--- config.mk ---
export PLATFORM = sky130hd
export DESIGN_NAME = mdxlat_top
export DESIGN_NICKNAME = d
export VERILOG_FILES = /design/src/rtl/mdx_pkg.sv /design/src/rtl/mdx_rr_ptr.sv /design/src/rtl/mdx_tag_store.sv /design/src/rtl/mdx_resp_fsm.sv /design/src/rtl/mdxlat_top.sv
export SDC_FILE = /design/constraint.sdc
export NUM_CORES = 2
export LEC_CHECK = 0
export BUFFER_PORTS_ARGS = -buffer_cell sky130_fd_sc_hd__clkbuf_2
export CORE_MARGIN = 10
export CORE_UTILIZATION = 58
export CTS_BUF_LIST = sky130_fd_sc_hd__clkbuf_4
export CTS_CLUSTER_DIAMETER = 120
export DETAILED_ROUTE_END_ITERATION = 8
export GPL_TIMING_DRIVEN = 1
export PLACE_DENSITY = 0.8
export SLEW_MARGIN = 15
export SYNTH_ARGS = -nofsm -noshare
export SYNTH_HDL_FRONTEND = slang
export SYNTH_SLANG_ARGS = --single-unit
--- constraint.sdc ---
create_clock -name clk -period 5.18 [get_ports clk]
set_input_delay 1.295 -clock clk [delete_from_list [all_inputs] [get_ports clk]]
set_output_delay 1.295 -clock clk [all_outputs]
set_load 0.02 [all_outputs]
--- src/rtl/mdx_pkg.sv ---
package mdx_pkg;

    // Response machine states
    typedef enum logic [1:0] {
        RSP_IDLE = 2'd0,
        RSP_HIT  = 2'd1,
        RSP_MISS = 2'd2
    } rsp_state_e;

endpackage

--- src/rtl/mdx_rr_ptr.sv ---
module mdx_rr_ptr #(
    parameter int ENTRIES = 16,
    localparam int IDX_W  = $clog2(ENTRIES)
) (
    input  logic             clk,
    input  logic             rst_n,
    input  logic             clear,
    input  logic             advance,
    output logic [IDX_W-1:0] ptr
);

    localparam logic [IDX_W-1:0] LAST = IDX_W'(ENTRIES - 1);

    logic [IDX_W-1:0] ptr_q;

    always_ff @(posedge clk) begin
        if (!rst_n || clear) begin
            ptr_q <= '0;
        end else if (advance) begin
            ptr_q <= (ptr_q == LAST) ? '0 : ptr_q + 1'b1;
        end
    end

    assign ptr = ptr_q;

endmodule

--- src/rtl/mdx_tag_store.sv ---
module mdx_tag_store #(
    parameter int ENTRIES = 16,
    parameter int TAG_W   = 16,
    parameter int BASE_W  = 32,
    localparam int IDX_W  = $clog2(ENTRIES)
) (
    input  logic              clk,
    input  logic              rst_n,
    input  logic [TAG_W-1:0]  lk_tag,
    input  logic              fill_en,
    input  logic [TAG_W-1:0]  fill_tag,
    input  logic [BASE_W-1:0] fill_base,
    input  logic              inv_all,
    input  logic [IDX_W-1:0]  victim,
    output logic              lk_hit,
    output logic [BASE_W-1:0] lk_base,
    output logic              fill_new
);

    logic [ENTRIES-1:0] valid_q;
    logic [TAG_W-1:0]   tag_q  [ENTRIES];
    logic [BASE_W-1:0]  base_q [ENTRIES];

    logic [ENTRIES-1:0] lk_match;
    logic [ENTRIES-1:0] fill_match;
    logic [ENTRIES-1:0] wr_sel;
    logic               fill_live;

    // One comparator pair per entry
    for (genvar g = 0; g < ENTRIES; g++) begin : g_cmp
        assign lk_match[g]   = valid_q[g] && (tag_q[g] == lk_tag);
        assign fill_match[g] = valid_q[g] && (tag_q[g] == fill_tag);
    end

    assign fill_live = fill_en && !inv_all;
    assign fill_new  = fill_live && (fill_match == '0);
    assign lk_hit    = (lk_match != '0);

    always_comb begin
        lk_base = '0;
        for (int i = 0; i < ENTRIES; i++) begin
            lk_base = lk_base | (base_q[i] & {BASE_W{lk_match[i]}});
        end
    end

    always_comb begin
        for (int i = 0; i < ENTRIES; i++) begin
            if (fill_match != '0) begin
                wr_sel[i] = fill_live && fill_match[i];
            end else begin
                wr_sel[i] = fill_live && (victim == IDX_W'(i));
            end
        end
    end

    always_ff @(posedge clk) begin
        if (!rst_n) begin
            for (int i = 0; i < ENTRIES; i++) begin
                valid_q[i] <= 1'b0;
                tag_q[i]   <= '0;
                base_q[i]  <= '0;
            end
        end else begin
            for (int i = 0; i < ENTRIES; i++) begin
                if (inv_all) begin
                    valid_q[i] <= 1'b0;
                end else if (wr_sel[i]) begin
                    valid_q[i] <= 1'b1;
                    tag_q[i]   <= fill_tag;
                    base_q[i]  <= fill_base;
                end
            end
        end
    end

endmodule

--- src/rtl/mdx_resp_fsm.sv ---
module mdx_resp_fsm
    import mdx_pkg::*;
#(
    parameter int ADDR_W = 32
) (
    input  logic              clk,
    input  logic              rst_n,
    input  logic              lk_valid,
    input  logic              lk_hit,
    input  logic [ADDR_W-1:0] lk_maddr,
    output logic              rsp_valid,
    output logic              rsp_hit,
    output logic              rsp_miss,
    output logic [ADDR_W-1:0] rsp_maddr
);

    rsp_state_e        state_q, state_d;
    logic [ADDR_W-1:0] maddr_q;

    always_comb begin
        state_d = RSP_IDLE;
        unique case (state_q)
            RSP_IDLE, RSP_HIT, RSP_MISS: begin
                if (lk_valid) begin
                    state_d = lk_hit ? RSP_HIT : RSP_MISS;
                end
            end
            default: state_d = RSP_IDLE;
        endcase
    end

    // State register, with the address captured beside it
    always_ff @(posedge clk) begin
        if (!rst_n) begin
            state_q <= RSP_IDLE;
            maddr_q <= '0;
        end else begin
            state_q <= state_d;
            maddr_q <= (lk_valid && lk_hit) ? lk_maddr : '0;
        end
    end

    // Outputs
    always_comb begin
        rsp_valid = 1'b0;
        rsp_hit   = 1'b0;
        rsp_miss  = 1'b0;
        rsp_maddr = '0;
        unique case (state_q)
            RSP_IDLE: ;
            RSP_HIT: begin
                rsp_valid = 1'b1;
                rsp_hit   = 1'b1;
                rsp_maddr = maddr_q;
            end
            RSP_MISS: begin
                rsp_valid = 1'b1;
                rsp_miss  = 1'b1;
            end
            default: ;
        endcase
    end

endmodule

--- src/rtl/mdxlat_top.sv ---
module mdxlat_top #(
    parameter int ADDR_W  = 32,
    parameter int TAG_W   = 16,
    parameter int ENTRIES = 16,
    parameter int GRAN_W  = 4,
    parameter int ELEM_W  = 2
) (
    input  logic              clk,
    input  logic              rst_n,
    input  logic              lk_valid,
    input  logic [ADDR_W-1:0] lk_addr,
    input  logic [GRAN_W-1:0] cfg_gran_shift,
    input  logic [ELEM_W-1:0] cfg_elem_log2,
    input  logic              fill_en,
    input  logic [TAG_W-1:0]  fill_tag,
    input  logic [ADDR_W-1:0] fill_base,
    input  logic              inv_all,
    output logic              rsp_valid,
    output logic              rsp_hit,
    output logic              rsp_miss,
    output logic [ADDR_W-1:0] rsp_maddr
);

    localparam int OFF_W = ADDR_W - TAG_W;
    localparam int IDX_W = $clog2(ENTRIES);

    logic [IDX_W-1:0]  victim;
    logic              fill_new;
    logic              lk_hit;
    logic [ADDR_W-1:0] lk_base;
    logic [OFF_W-1:0]  off_shr;
    logic [ADDR_W-1:0] off_scaled;
    logic [ADDR_W-1:0] lk_maddr;

    mdx_tag_store #(
        .ENTRIES (ENTRIES),
        .TAG_W   (TAG_W),
        .BASE_W  (ADDR_W)
    ) u_store (
        .clk       (clk),
        .rst_n     (rst_n),
        .lk_tag    (lk_addr[ADDR_W-1:OFF_W]),
        .fill_en   (fill_en),
        .fill_tag  (fill_tag),
        .fill_base (fill_base),
        .inv_all   (inv_all),
        .victim    (victim),
        .lk_hit    (lk_hit),
        .lk_base   (lk_base),
        .fill_new  (fill_new)
    );

    mdx_rr_ptr #(
        .ENTRIES (ENTRIES)
    ) u_rr (
        .clk     (clk),
        .rst_n   (rst_n),
        .clear   (inv_all),
        .advance (fill_new),
        .ptr     (victim)
    );

    // Granularity shift, then element-size scaling
    assign off_shr    = lk_addr[OFF_W-1:0] >> cfg_gran_shift;
    assign off_scaled = ADDR_W'(off_shr) << cfg_elem_log2;
    assign lk_maddr   = lk_base + off_scaled;

    mdx_resp_fsm #(
        .ADDR_W (ADDR_W)
    ) u_fsm (
        .clk       (clk),
        .rst_n     (rst_n),
        .lk_valid  (lk_valid),
        .lk_hit    (lk_hit),
        .lk_maddr  (lk_maddr),
        .rsp_valid (rsp_valid),
        .rsp_hit   (rsp_hit),
        .rsp_miss  (rsp_miss),
        .rsp_maddr (rsp_maddr)
    );

endmodule

==> reports/qor.csv <==
metric,value,unit
maximum vdd ir drop,272,uV
Synth cell types,64,
First-pass DRT Iterations,6,
Post-Syn Area,39600,um2
Buf/Inv on CP,3,
Startpoint Class,input port,
final hold vios,0,
post-cts hold buffer count,0,
fin. max-slew vios,0,
Iter 0 DRT Violations,4547,
Root Buffer,clkbuf_4,
Max Cap Violations,0,
Post-CTS Setup Repair Bufs,0,
Synth Register Bits,822,
Storage cell area,24100,um2
# IOs,126,
critical path data arrival time,5.59,ns
Remaining DRCs,0,
Detail Route Antenna Nets,0,
first-pass GRT wire length,186000,um
Area after DPL,43100,um2
Critical Path RT,6.14,ns
post_cts resized,0,
Critical-path top delay cell,a221oi_1,
number of global-route vias before repair,29800,
FMAX,216,MHz
total grt overflow,0,
routability cong.,0.949,
total wire length,128000,um
syn nets,3381,
DR vias,30000,
Vias/cell,6.41,
GR Util All Layers,31.8,%
unrepaired setup endpoints after global routing,false,
actual slew at the worst max-slew pin,1.25,ns
HP Class,in2reg,
Post-synth ARST share,0,%
crit end category,register,
worst skew pair latency,1.11,ns
Avg WL per Cell,27.3,um
Yosys Warn Count,0,
CP cell instances,"clkbuf_2, buf_4, xnor2_1, nand4_1, nor4_4, buf_4, and2_1, a221oi_1, and3_1, nand4_1, ha_1, a21oi_1, o21ai_0, o31ai_1, o21ai_0, a21oi_1, o21a_1, o21ai_2, nand3_1, xnor2_1, nor2_1",
proportion of layout cells with a drive suffix above 1,21.9,%
Mapped Avg Cell Area,12.1,um2
# rows,95,
cts bufs inserted,202,
final setup fails,0,
Die ar.,79200,um2
effective utilization at floorplan,58.8,%
Setup Skew,0.106,ns
core area,67400,um2
design area,45700,um2
"EDFF count, synth",768,
CTS sink cnt,822,
initial antenna violation count,3,
I/O Buffers,125,
Fin Hold WS,0.474,ns
fin nets,3770,
critical path's largest stage delay,0.40,ns
area occupied by multi-input gates,13900,um2
CTS tree,yes,
die height,281,um
maximum root-to-sink buffer count,3,
status,"finished, final reports clean",
Post-DP HPWL,84600,um
Clock transition at path regs,0.07,ns
relative slew slack,16.4,%
synthesized netlist cell count,3263,
fillers,4654,
Final min period,4.63,ns
pwr/cell area,318,nW/um2
pin count of the biggest net entering global routing,49,
CTS HTree Levels,4,
DIE WIDTH,281,um
top_reg_cell synth,edfxtp_1,
final worst path period share,89.4,%
synth-to-layout area growth,15.3,%
family with the most delay on the worst path,compound AO/OA/AOI/OAI gates,
Worst Path Max Fanout,9,
Crit Path Class,in2reg,
P_leak,17.1,nW
sequential share of the synthesized area,60.9,%
## cell families after synthesis
kind of cell,count (synthesis),share of synthesized area (%)
DFF,822,60.9
xor gates and xnor gates,537,11.9
AOI/OAI and AO/OA,320,5.97
adders and majority gates,27,0.872
and+or+nand+nor,1198,15.0
muxes,36,1.06
buffers and inverters,323,4.31
## worst paths after layout
kind | cells past startpoint | startpoint | to | slack, ns
max | 21 | lk_addr[29] | u_fsm.maddr_q[21] | 0.55
min | 3 | lk_valid | u_fsm.state_q[1] | 0.47
max reg2reg | 18 | u_store.tag_q[0][204] | u_fsm.maddr_q[29] | 0.60
min reg2reg | 2 | u_store.valid_q[1] | u_store.valid_q[1] | 0.49
## registers in the layout (all words and copies together), names as in the netlist
register	cells
u_store.base_q	512
u_store.tag_q	256
u_fsm.maddr_q	32
u_store.valid_q	16
u_rr.ptr	4
u_fsm.state_q	2
## worst reg2reg max path, stage by stage (launching register included)
cell	delay (ns)
edfxtp_1	0.46
xnor2_1	0.32
nand4_1	0.24
nor4_4	0.36
and2_1	0.25
buf_4	0.33
a22oi_1	0.16
and3_1	0.18
nand4_1	0.19
ha_1	0.31
a21oi_1	0.14
o21ai_0	0.11
a221oi_1	0.31
o21ai_0	0.16
a21oi_1	0.23
o21a_1	0.19
o21ai_2	0.14
a31o_1	0.25
a21oi_1	0.13
## placed cells by master, fill, tap and decap left out, types with 113 or more instances in the layout
cell      count
clkbuf_4    295
nand3_1     173
edfxtp_1    768
nor2_1      558
nand2_1     113
buf_4       257
xnor2_1     348
clkbuf_2    124
nand4_1     120
xor2_1      188
## area by class of cell
type	instances	share of cell area, %
diodes	4	0.0219
clock buffers	295	4.85
clock inverters	67	0.819
inverters	70	0.575
multi-input cells	2118	30.4
flip-flops and latches	822	52.8
well taps	873	2.39
repair buffers	438	8.08
## layer usage
layer	GRT usage (%)	vias to the layer above	routed length, um
li1	-	12600	-
met1	39.1	14100	42900
met2	49.8	2711	57700
met3	9.06	587	18900
met4	18.8	2	8160
met5	0	-	7
## cell usage after synthesis (all sizes together), types with 2 or more instances
| cell type | count | area share (%) |
|---|---|---|
| a211oi | 5 | 0.095 |
| a21o | 8 | 0.15 |
| a21oi | 54 | 0.68 |
| a221oi | 57 | 1.3 |
| a22o | 56 | 1.2 |
| a22oi | 80 | 1.5 |
| a31o | 3 | 0.066 |
| a31oi | 2 | 0.032 |
| and2 | 57 | 0.90 |
| and3 | 18 | 0.28 |
| and4 | 3 | 0.073 |
| buf | 157 | 2.7 |
| clkbuf | 96 | 0.91 |
| dfxtp | 54 | 2.7 |
| edfxtp | 768 | 58 |
| ha | 26 | 0.82 |
| inv | 70 | 0.66 |
| mux2 | 7 | 0.20 |
| mux2i | 25 | 0.63 |
| mux4 | 4 | 0.23 |
| nand2 | 123 | 1.2 |
| nand2b | 12 | 0.19 |
| nand3 | 173 | 2.2 |
| nand4 | 121 | 1.9 |
| nor2 | 558 | 5.3 |
| nor2b | 6 | 0.095 |
| nor3 | 20 | 0.25 |
| nor3b | 8 | 0.19 |
| nor4 | 82 | 2.0 |
| o211ai | 2 | 0.038 |
| o21a | 3 | 0.057 |
| o21ai | 36 | 0.53 |
| o21bai | 3 | 0.057 |
| o22ai | 6 | 0.095 |
| o31ai | 2 | 0.038 |
| or2 | 2 | 0.032 |
| or4 | 10 | 0.19 |
| xnor2 | 349 | 7.7 |
| xor2 | 188 | 4.2 |
## metrics by stage
step	util [%]	total power, mW	cells	setup TNS [ns]	worst slack, ns
3_5_place_dp	63.9	9.16	4321	-5.90	-0.456
2_1_floorplan	-	8.65	3263	0	0.0000355
3_3_place_gp	63.9	9.13	4321	-3.79	-0.272
4_1_cts	67.8	14.5	4683	0	0.653
5_1_grt	67.8	14.9	4687	0	0.299
6_report	67.8	14.5	4687	0	0.548
## report_power, final
group / internal (mW) / switching (mW) / total, mW / leakage [nW]
Sequential: 7.60 / 0.184 / 7.78 / 8.18
Clock: 2.73 / 2.72 / 5.44 / 1.53
Combinational: 0.471 / 0.818 / 1.29 / 7.35
No activity file was read; power rests on OpenSTA's default activity.
